`config.mk`:
```
export PLATFORM = sky130hd
export DESIGN_NAME = ilv_gearbox
export DESIGN_NICKNAME = d
export VERILOG_FILES = /design/src/rtl/ilv_pkg.sv /design/src/rtl/ilv_interleave.sv /design/src/rtl/ilv_ctrl.sv /design/src/rtl/ilv_lane.sv /design/src/rtl/ilv_gearbox.sv
export SDC_FILE = /design/constraint.sdc
export NUM_CORES = 2
export LEC_CHECK = 0
export CAP_MARGIN = 20
export CORE_MARGIN = 8
export CORE_UTILIZATION = 25
export CTS_CLUSTER_SIZE = 12
export DETAILED_ROUTE_END_ITERATION = 16
export DONT_BUFFER_PORTS = 1
export GPL_TIMING_DRIVEN = 0
export SLEW_MARGIN = 20
export SYNTH_ARGS = -nofsm -noshare
export SYNTH_HDL_FRONTEND = slang
export SYNTH_SLANG_ARGS = --single-unit
```
`constraint.sdc`:
```
create_clock -name clk -period 7.3 [get_ports clk]
set_clock_uncertainty 0.05 [all_clocks]
set_input_delay 1.46 -clock clk [delete_from_list [all_inputs] [get_ports clk]]
set_output_delay 1.46 -clock clk [all_outputs]
set_load 0.01 [all_outputs]
```
`src/rtl/ilv_pkg.sv`:
```
package ilv_pkg;

  // Strobes from the shared sequencer to every lane datapath
  typedef struct packed {
    logic accept;  // lane word is merged into the residue at this edge
    logic emit;    // the low OUT_W residue bits leave as an output word
  } ilvStrobes_t;

endpackage

```
`src/rtl/ilv_interleave.sv`:
```
module ilv_interleave #(
  parameter int MAIN_W     = 64,
  parameter int ALT_W      = 16,
  parameter int MAIN_CHUNK = 8,
  parameter int ALT_CHUNK  = 2
) (
  input  logic [MAIN_W-1:0]       mainIn,
  input  logic [ALT_W-1:0]        altIn,
  output logic [MAIN_W+ALT_W-1:0] wordOut
);

  localparam int GROUPS = MAIN_W / MAIN_CHUNK;
  localparam int STRIDE = MAIN_CHUNK + ALT_CHUNK;

  // Each stride: a main slice in the low bits, then an alternate slice
  for (genvar g = 0; g < GROUPS; g++) begin : g_grp
    assign wordOut[g*STRIDE +: MAIN_CHUNK] = mainIn[g*MAIN_CHUNK +: MAIN_CHUNK];
    assign wordOut[g*STRIDE+MAIN_CHUNK +: ALT_CHUNK] = altIn[g*ALT_CHUNK +: ALT_CHUNK];
  end

endmodule

```
`src/rtl/ilv_ctrl.sv`:
```
module ilv_ctrl
  import ilv_pkg::*;
#(
  parameter int IN_W   = 80,
  parameter int OUT_W  = 64,
  parameter int FILL_W = 8
) (
  input  logic              clk,
  input  logic              rst,
  output ilvStrobes_t       strobes,
  output logic [FILL_W-1:0] fill,
  output logic              outValid
);

  // Input words per period = PERIOD-1, output words per period = PERIOD
  localparam int PERIOD = IN_W / (IN_W - OUT_W);
  localparam int PH_W   = (PERIOD > 1) ? $clog2(PERIOD) : 1;

  logic [PH_W-1:0]   phase;
  logic [FILL_W-1:0] total;
  logic [FILL_W-1:0] fillNext;

  always_comb begin
    strobes.accept = (phase != PH_W'(PERIOD - 1));
    total          = fill + (strobes.accept ? FILL_W'(IN_W) : '0);
    strobes.emit   = (total >= FILL_W'(OUT_W));
    fillNext       = strobes.emit ? (total - FILL_W'(OUT_W)) : total;
  end

  always_ff @(posedge clk) begin
    if (rst) begin
      phase    <= '0;
      fill     <= '0;
      outValid <= 1'b0;
    end else begin
      phase    <= (phase == PH_W'(PERIOD - 1)) ? '0 : phase + 1'b1;
      fill     <= fillNext;
      outValid <= strobes.emit;
    end
  end


  accept_gap_chk: assert property (@(posedge clk) disable iff (rst)
    !strobes.accept |=> strobes.accept);


  fill_bound_chk: assert property (@(posedge clk) disable iff (rst)
    fill <= FILL_W'(OUT_W));


  valid_hold_chk: assert property (@(posedge clk) disable iff (rst)
    outValid |=> outValid);


  rst_clear_chk: assert property (@(posedge clk)
    rst |=> !outValid);

endmodule

```
`src/rtl/ilv_lane.sv`:
```
module ilv_lane
  import ilv_pkg::*;
#(
  parameter int IN_W   = 80,
  parameter int OUT_W  = 64,
  parameter int FILL_W = 8
) (
  input  logic              clk,
  input  logic              rst,
  input  ilvStrobes_t       strobes,
  input  logic [FILL_W-1:0] fill,
  input  logic [IN_W-1:0]   inWord,
  output logic [OUT_W-1:0]  outWord
);

  localparam int RES_W = IN_W + OUT_W;

  logic [RES_W-1:0] residue;
  logic [RES_W-1:0] merged;

  // New word lands directly above the bits still waiting to leave
  always_comb begin
    merged = residue;
    if (strobes.accept) merged = merged | (RES_W'(inWord) << fill);
  end

  always_ff @(posedge clk) begin
    if (rst) begin
      residue <= '0;
      outWord <= '0;
    end else if (strobes.emit) begin
      outWord <= merged[OUT_W-1:0];
      residue <= merged >> OUT_W;
    end else begin
      residue <= merged;
    end
  end


  residue_clean_chk: assert property (@(posedge clk) disable iff (rst)
    (residue >> fill) == '0);

endmodule

```
`src/rtl/ilv_gearbox.sv`:
```
module ilv_gearbox
  import ilv_pkg::*;
#(
  parameter int LANES      = 4,
  parameter int MAIN_W     = 64,
  parameter int ALT_W      = 16,
  parameter int MAIN_CHUNK = 8,
  parameter int ALT_CHUNK  = 2,
  parameter int OUT_W      = 64
) (
  input  logic                    clk,
  input  logic                    rst,
  input  logic [LANES*MAIN_W-1:0] mainData,
  input  logic [LANES*ALT_W-1:0]  altData,
  output logic                    inAccept,
  output logic [LANES*OUT_W-1:0]  outData,
  output logic                    outValid
);

  localparam int IN_W   = MAIN_W + ALT_W;
  localparam int FILL_W = $clog2(IN_W + OUT_W + 1);

  ilvStrobes_t       strobes;
  logic [FILL_W-1:0] fill;

  ilv_ctrl #(.IN_W(IN_W), .OUT_W(OUT_W), .FILL_W(FILL_W)) ctrl_i (
    .clk      (clk),
    .rst      (rst),
    .strobes  (strobes),
    .fill     (fill),
    .outValid (outValid)
  );

  assign inAccept = strobes.accept;

  for (genvar l = 0; l < LANES; l++) begin : g_lane
    logic [IN_W-1:0] laneWord;

    ilv_interleave #(
      .MAIN_W(MAIN_W), .ALT_W(ALT_W),
      .MAIN_CHUNK(MAIN_CHUNK), .ALT_CHUNK(ALT_CHUNK)
    ) ilv_i (
      .mainIn  (mainData[l*MAIN_W +: MAIN_W]),
      .altIn   (altData[l*ALT_W +: ALT_W]),
      .wordOut (laneWord)
    );

    ilv_lane #(.IN_W(IN_W), .OUT_W(OUT_W), .FILL_W(FILL_W)) lane_i (
      .clk     (clk),
      .rst     (rst),
      .strobes (strobes),
      .fill    (fill),
      .inWord  (laneWord),
      .outWord (outData[l*OUT_W +: OUT_W])
    );
  end

endmodule

```
======== Yosys cells after proc, flatten, opt, wreduce, memory -nomap -nowiden ========
Index checks and enable logic that the tools add are counted.
storage, ports and cells
  flip-flop bits (word level) ............. 844
  output and inout bits ................... 258
  word-level logic and storage cells ...... 41
cells by class
  add/sub/neg operators ................... 3
  order comparisons ....................... 1
  equal/unequal tests ..................... 2
  shift-type cells ........................ 4
  muxes and demuxes ....................... 10
  bitwise logic cells ..................... 4
  reductions and logical operators ........ 2
operator list
  operator                                                                             number
  144-bit 2-to-1 mux                                                                   4
  144-bit bitwise OR                                                                   4
  80-bit by 8-bit left shift with 144-bit output                                       4
  80-bit 2-to-1 mux                                                                    4
  8-bit adder                                                                          1
  8-bit by 7-bit greater-or-equal comparator with 1-bit output, second input constant  1
  8-bit 2-to-1 mux                                                                     1
  8-bit by 7-bit subtractor with 8-bit output, second input constant                   1
  7-bit 2-to-1 mux                                                                     1
  2-bit OR reduction                                                                   2
  3-bit by 1-bit adder with 3-bit output, second input constant                        1
  3-bit == test, second input constant                                                 1
  3-bit inequality test, second input constant                                         1

======== Depth between registers and ports, before layout ========
  word-level depth ........................ 5
  mapped depth ............................ 12

======== Modules after synthesis ========
A second synthesis with hierarchy kept.
second synthesis, totals
  cells, all modules ...................... 6,837
  area total of the unflattened synthesis .. 62,030.7 µm²
by module, submodules not included
  module          instances  cells an instance  area an instance (µm²)
  ilv_lane        4          1,619              14,808.0
  ilv_interleave  4          80                 600.6
  ilv_ctrl        1          41                 396.6

======== Least setup slack after synthesis ========
OpenSTA, ideal clock, no wires.
  path kind ............................... in2reg
  start point ............................. input mainData[13]
  end point ............................... register g_lane[0].lane_i.residue[63]
  setup time .............................. 0.134 ns
  arrival ................................. 2.426 ns
  data required time ...................... 7.116 ns
  path slack .............................. 4.690 ns
  cell stages on the path ................. 4
  cells stage by stage .................... mux2_2 mux2_2 a221oi_1 o22ai_1
on the way
  word-level cells in the longest chain between the ends .. 4
RTL lines
  what                                            RTL line           text
  start: declaration                              ilv_gearbox.sv:13  input logic [LANES*MAIN_W-1:0] mainData,
  80-bit by 8-bit left shift with 144-bit output  ilv_lane.sv:24     if (strobes.accept) merged = merged | (RES_W'(inWord) << fill);
  144-bit bitwise OR                              ilv_lane.sv:24
  144-bit 2-to-1 mux                              ilv_lane.sv:24
  80-bit 2-to-1 mux                               ilv_lane.sv:31     end else if (strobes.emit) begin
  end signal: assignment                          ilv_lane.sv:33     residue <= merged >> OUT_W;
  end signal: assignment                          ilv_lane.sv:35     residue <= merged;
  end: declaration                                ilv_lane.sv:18     logic [RES_W-1:0] residue;
No other way between the ends.
A chain may end at the register's enable or synchronous reset.

======== Final worst setup path ========
  start point ............................. register ctrl_i.phase[0]
  end point ............................... register g_lane[2].lane_i.residue[34]
on the way
  word-level cells in the longest chain between the ends .. 5
  elaborated cells between the ends (all ways) .. 6
  those cells by class .................... add/sub: 1; order compare: 1; eq/ne: 1; mux: 3
RTL lines
  what                                                          RTL line           text
  start: declaration                                            ilv_ctrl.sv:19     logic [PH_W-1:0] phase;
  start signal: assignment                                      ilv_ctrl.sv:36     phase <= (phase == PH_W'(PERIOD - 1)) ? '0 : phase + 1'b1;
  3-bit inequality test *                                       ilv_ctrl.sv:24     strobes.accept = (phase != PH_W'(PERIOD - 1));
  via inAccept                                                  ilv_gearbox.sv:15  output logic inAccept,
  7-bit 2-to-1 mux                                              ilv_ctrl.sv:25     total = fill + (strobes.accept ? FILL_W'(IN_W) : '0);
  8-bit adder                                                   ilv_ctrl.sv:25
  8-bit by 7-bit greater-or-equal comparator with 1-bit output  ilv_ctrl.sv:26     strobes.emit = (total >= FILL_W'(OUT_W));
  80-bit 2-to-1 mux *                                           ilv_lane.sv:31
  end signal: assignment                                        ilv_lane.sv:33
  end signal: assignment                                        ilv_lane.sv:35
  end: declaration                                              ilv_lane.sv:18
The timed path passes the listed nets; every way through them passes the cells marked *.

==> reports/metrics.cfg <==
[synth]
yosysMostFrequentCell=dfxtp_1
synthFlopType=dfxtp_1
async_flop_share_pct=0
yosysTopAreaCell=dfxtp_1
ys_warn_count=0
seq_area_frac_synth_pct=48.5
synth_top_family_by_area=compound AO/OA/AOI/OAI gates
synth_common_cells=dfxtp_1, o22ai_1, o2bb2ai_1, nor2_1, a21oi_1
synth_top_cell_area_share_pct=48.5
muxShareOfSynthArea_pct=13.9
synth-xor-area-share_pct=0.0505
synth_compound_gate_area_share_pct=29.0
ys_types=37
synth_area_leaders=dfxtp_1, o2bb2ai_1, mux2_2
synth_edf_count=0
synth_fa_ha_area_share_pct=0.180
synthCells=3206
syn-num-nets=3533
syn-mean-instance-area_sq_um=10.8
mappedNetlistArea_sq_um=34700
ys_ff_latch=840
synthSimpleGateAreaFrac_pct=3.29

[drt]
routed_wl_um=178000
vias=29842
drc_errors=0
dr.pass1.iters=6
vias_per_cell=5.77
wl_per_cell_um=34.4
detailedRoute.firstIterationViolations=2919
ant_nets=0

[worst_hold_path]
hp-class=reg -> reg
hold_start=g_lane[1].lane_i.residue[119]
hold_depth=2
hold_end=g_lane[1].lane_i.residue[119]

[timing]
rsz0062_at_grt=false
worstMarginPinSlew_ps=1050
final.period_utilization_pct=54.2
min_period_ps=3950
finalHoldViolCount=0
slew_headroom_pct=30.0
finalSetupTns_ps=0
layout_setup_ws_ps=3350
slew_viol_final=0
fmax_ghz=0.253
setup_viol=0

[job]
maxCapViolations=0

[grt]
overflow=0
grt_pass1_vias=28768
grt_usage_pct=22.2
antenna_found_initial=16
grt_first_pass_wirelength_um=241000
grt_max_degree=13

[clock_network]
post_cts_resized=0
cts_setup_buffers=0
clock_path_buffers=3
cts_hold_buf=0
clock_latency_ps=680
h-tree-depth=3
cts_tree=built
root_buffer=clkbuf_16
path_clk_slew_ps=60
clkSinkCount=840
cts_inserted_buffers=89

[floorplanning]
die_area_sq_um=151000
core_area_sq_um=137000
die_h_um=388
start_util_pct=25.2
io-pin-count=580
rows=136
die_x_um=388

[placement]
routabilityCongestion=0.911
portBuffers=0
dp.cells=5003
dp_hpwl_um=138000
place_ws_ps=3390

[critical_path]
crit_type=reg -> reg
setup.worst_path.start_class=register
reg2regPathDepth=11
arrival_ps=4420
worst_ep_required_time_ps=7760
critPathCaptureType=register
rrSetupSlack_ps=3350
r2r_start=ctrl_i.phase[0]
r2r_end=g_lane[2].lane_i.residue[34]
cp_max_fo=10

[cells_and_area]
areaGrowthSynthToFinish_pct=14.8
nets=3627
final_cell_count_no_fill=5170
layout-drive-gt1-share_pct=20.2
finish.utilization_pct=29.0

[power]
p_leak_nw=13.5
peakVddDrop_uv=198
powerDensity_nw_per_um2=319

[outcome]
outcome=finished clean

[registers in the layout, indices dropped and copies added (netlist names)]
register / count
ctrl_i.fill: 4
g_lane.lane_i.outWord: 256
g_lane.lane_i.residue: 576
ctrl_i.phase: 3
ctrl_i.outValid: 1
[metal layers]
layer | global-route usage [%] | routed length [um]
met5 | 0 | 29
met4 | 8.32 | 7110
met3 | 12.0 | 25500
met2 | 35.6 | 79800
met1 | 25.0 | 65600
[cell families after synthesis]
family	count (synthesis)
muxes	451
AOI/OAI and AO/OA	1288
adders and majority gates	5
xor gates and xnor gates	2
DFF	840
buffers and inverters	336
and+or+nand+nor	284
[final cells by class]
type	count	area [sq um]
Fill cell	14189	97700
Sequential cell	840	16800
Multi-Input combinational cell	2030	16100
Clock buffer	125	2510
Tap cell	1794	2240
Buffer	333	1720
Clock inverter	24	283
Antenna cell	18	45.0
Timing Repair Buffer	3	41.3
Inverter	3	11.3
[power breakdown]
part	leakage, nW	internal, mW	switching, mW
logic	5.24	0.900	1.67
registers	6.87	5.06	0.586
clock network	1.35	2.54	1.96
[worst max-delay path, cell delays in order (launching register included)]
cell      delay [ps]
dfxtp_1          340
inv_1             60
ha_1             290
nand2_1          310
ha_1             310
ha_1             250
xor2_1           240
nor2_1            90
nand2_1          310
clkbuf_1         660
clkbuf_1         720
o22ai_1          150
[metrics by stage]
stage               hold slack, ps  instance area, sq um  power (mW)
finish                         411                 39800        12.7
global route                   422                 39800        13.1
floorplan                      382                 34700        7.14
detailed placement             398                 37000        8.27
CTS                            413                 39800        12.7
global placement               390                 36900        8.23
[placed cells by master, fill, tap and decap left out, types with 2 or more instances in the layout]
master,count
inv_6,3
buf_6,22
mux2i_1,197
buf_8,2
ha_1,5
clkbuf_16,90
buf_4,32
o22ai_1,321
buf_1,6
xor2_1,2
bufinv_16,4
mux2_2,248
a221oi_1,232
buf_2,153
a221oi_2,88
a22o_1,63
o2bb2ai_1,320
nor2b_1,5
nor4b_1,2
nand2_1,4
clkinvlp_4,7
dfxtp_1,840
clkbuf_8,13
mux2_1,6
inv_1,3
diode_2,18
clkinv_2,7
nor3b_1,2
clkbuf_1,142
clkinv_8,3
and2_1,4
a21oi_1,258
nor2_1,260
[worst max path at each step]
stage                    startpoint                            to  slack [ps]  cells past startpoint
finish              ctrl_i.phase[0]  g_lane[2].lane_i.residue[34]        3350                     11
global route        ctrl_i.phase[0]  g_lane[2].lane_i.residue[34]        3160                     11
CTS                 ctrl_i.phase[0]  g_lane[2].lane_i.residue[34]        3360                     11
detailed placement  ctrl_i.phase[0]  g_lane[2].lane_i.residue[34]        3390                     11
global placement    ctrl_i.phase[0]  g_lane[2].lane_i.residue[33]        3460                     11
floorplan              mainData[13]  g_lane[0].lane_i.residue[63]        4690                      4
Power figures use the tool's default switching activity.
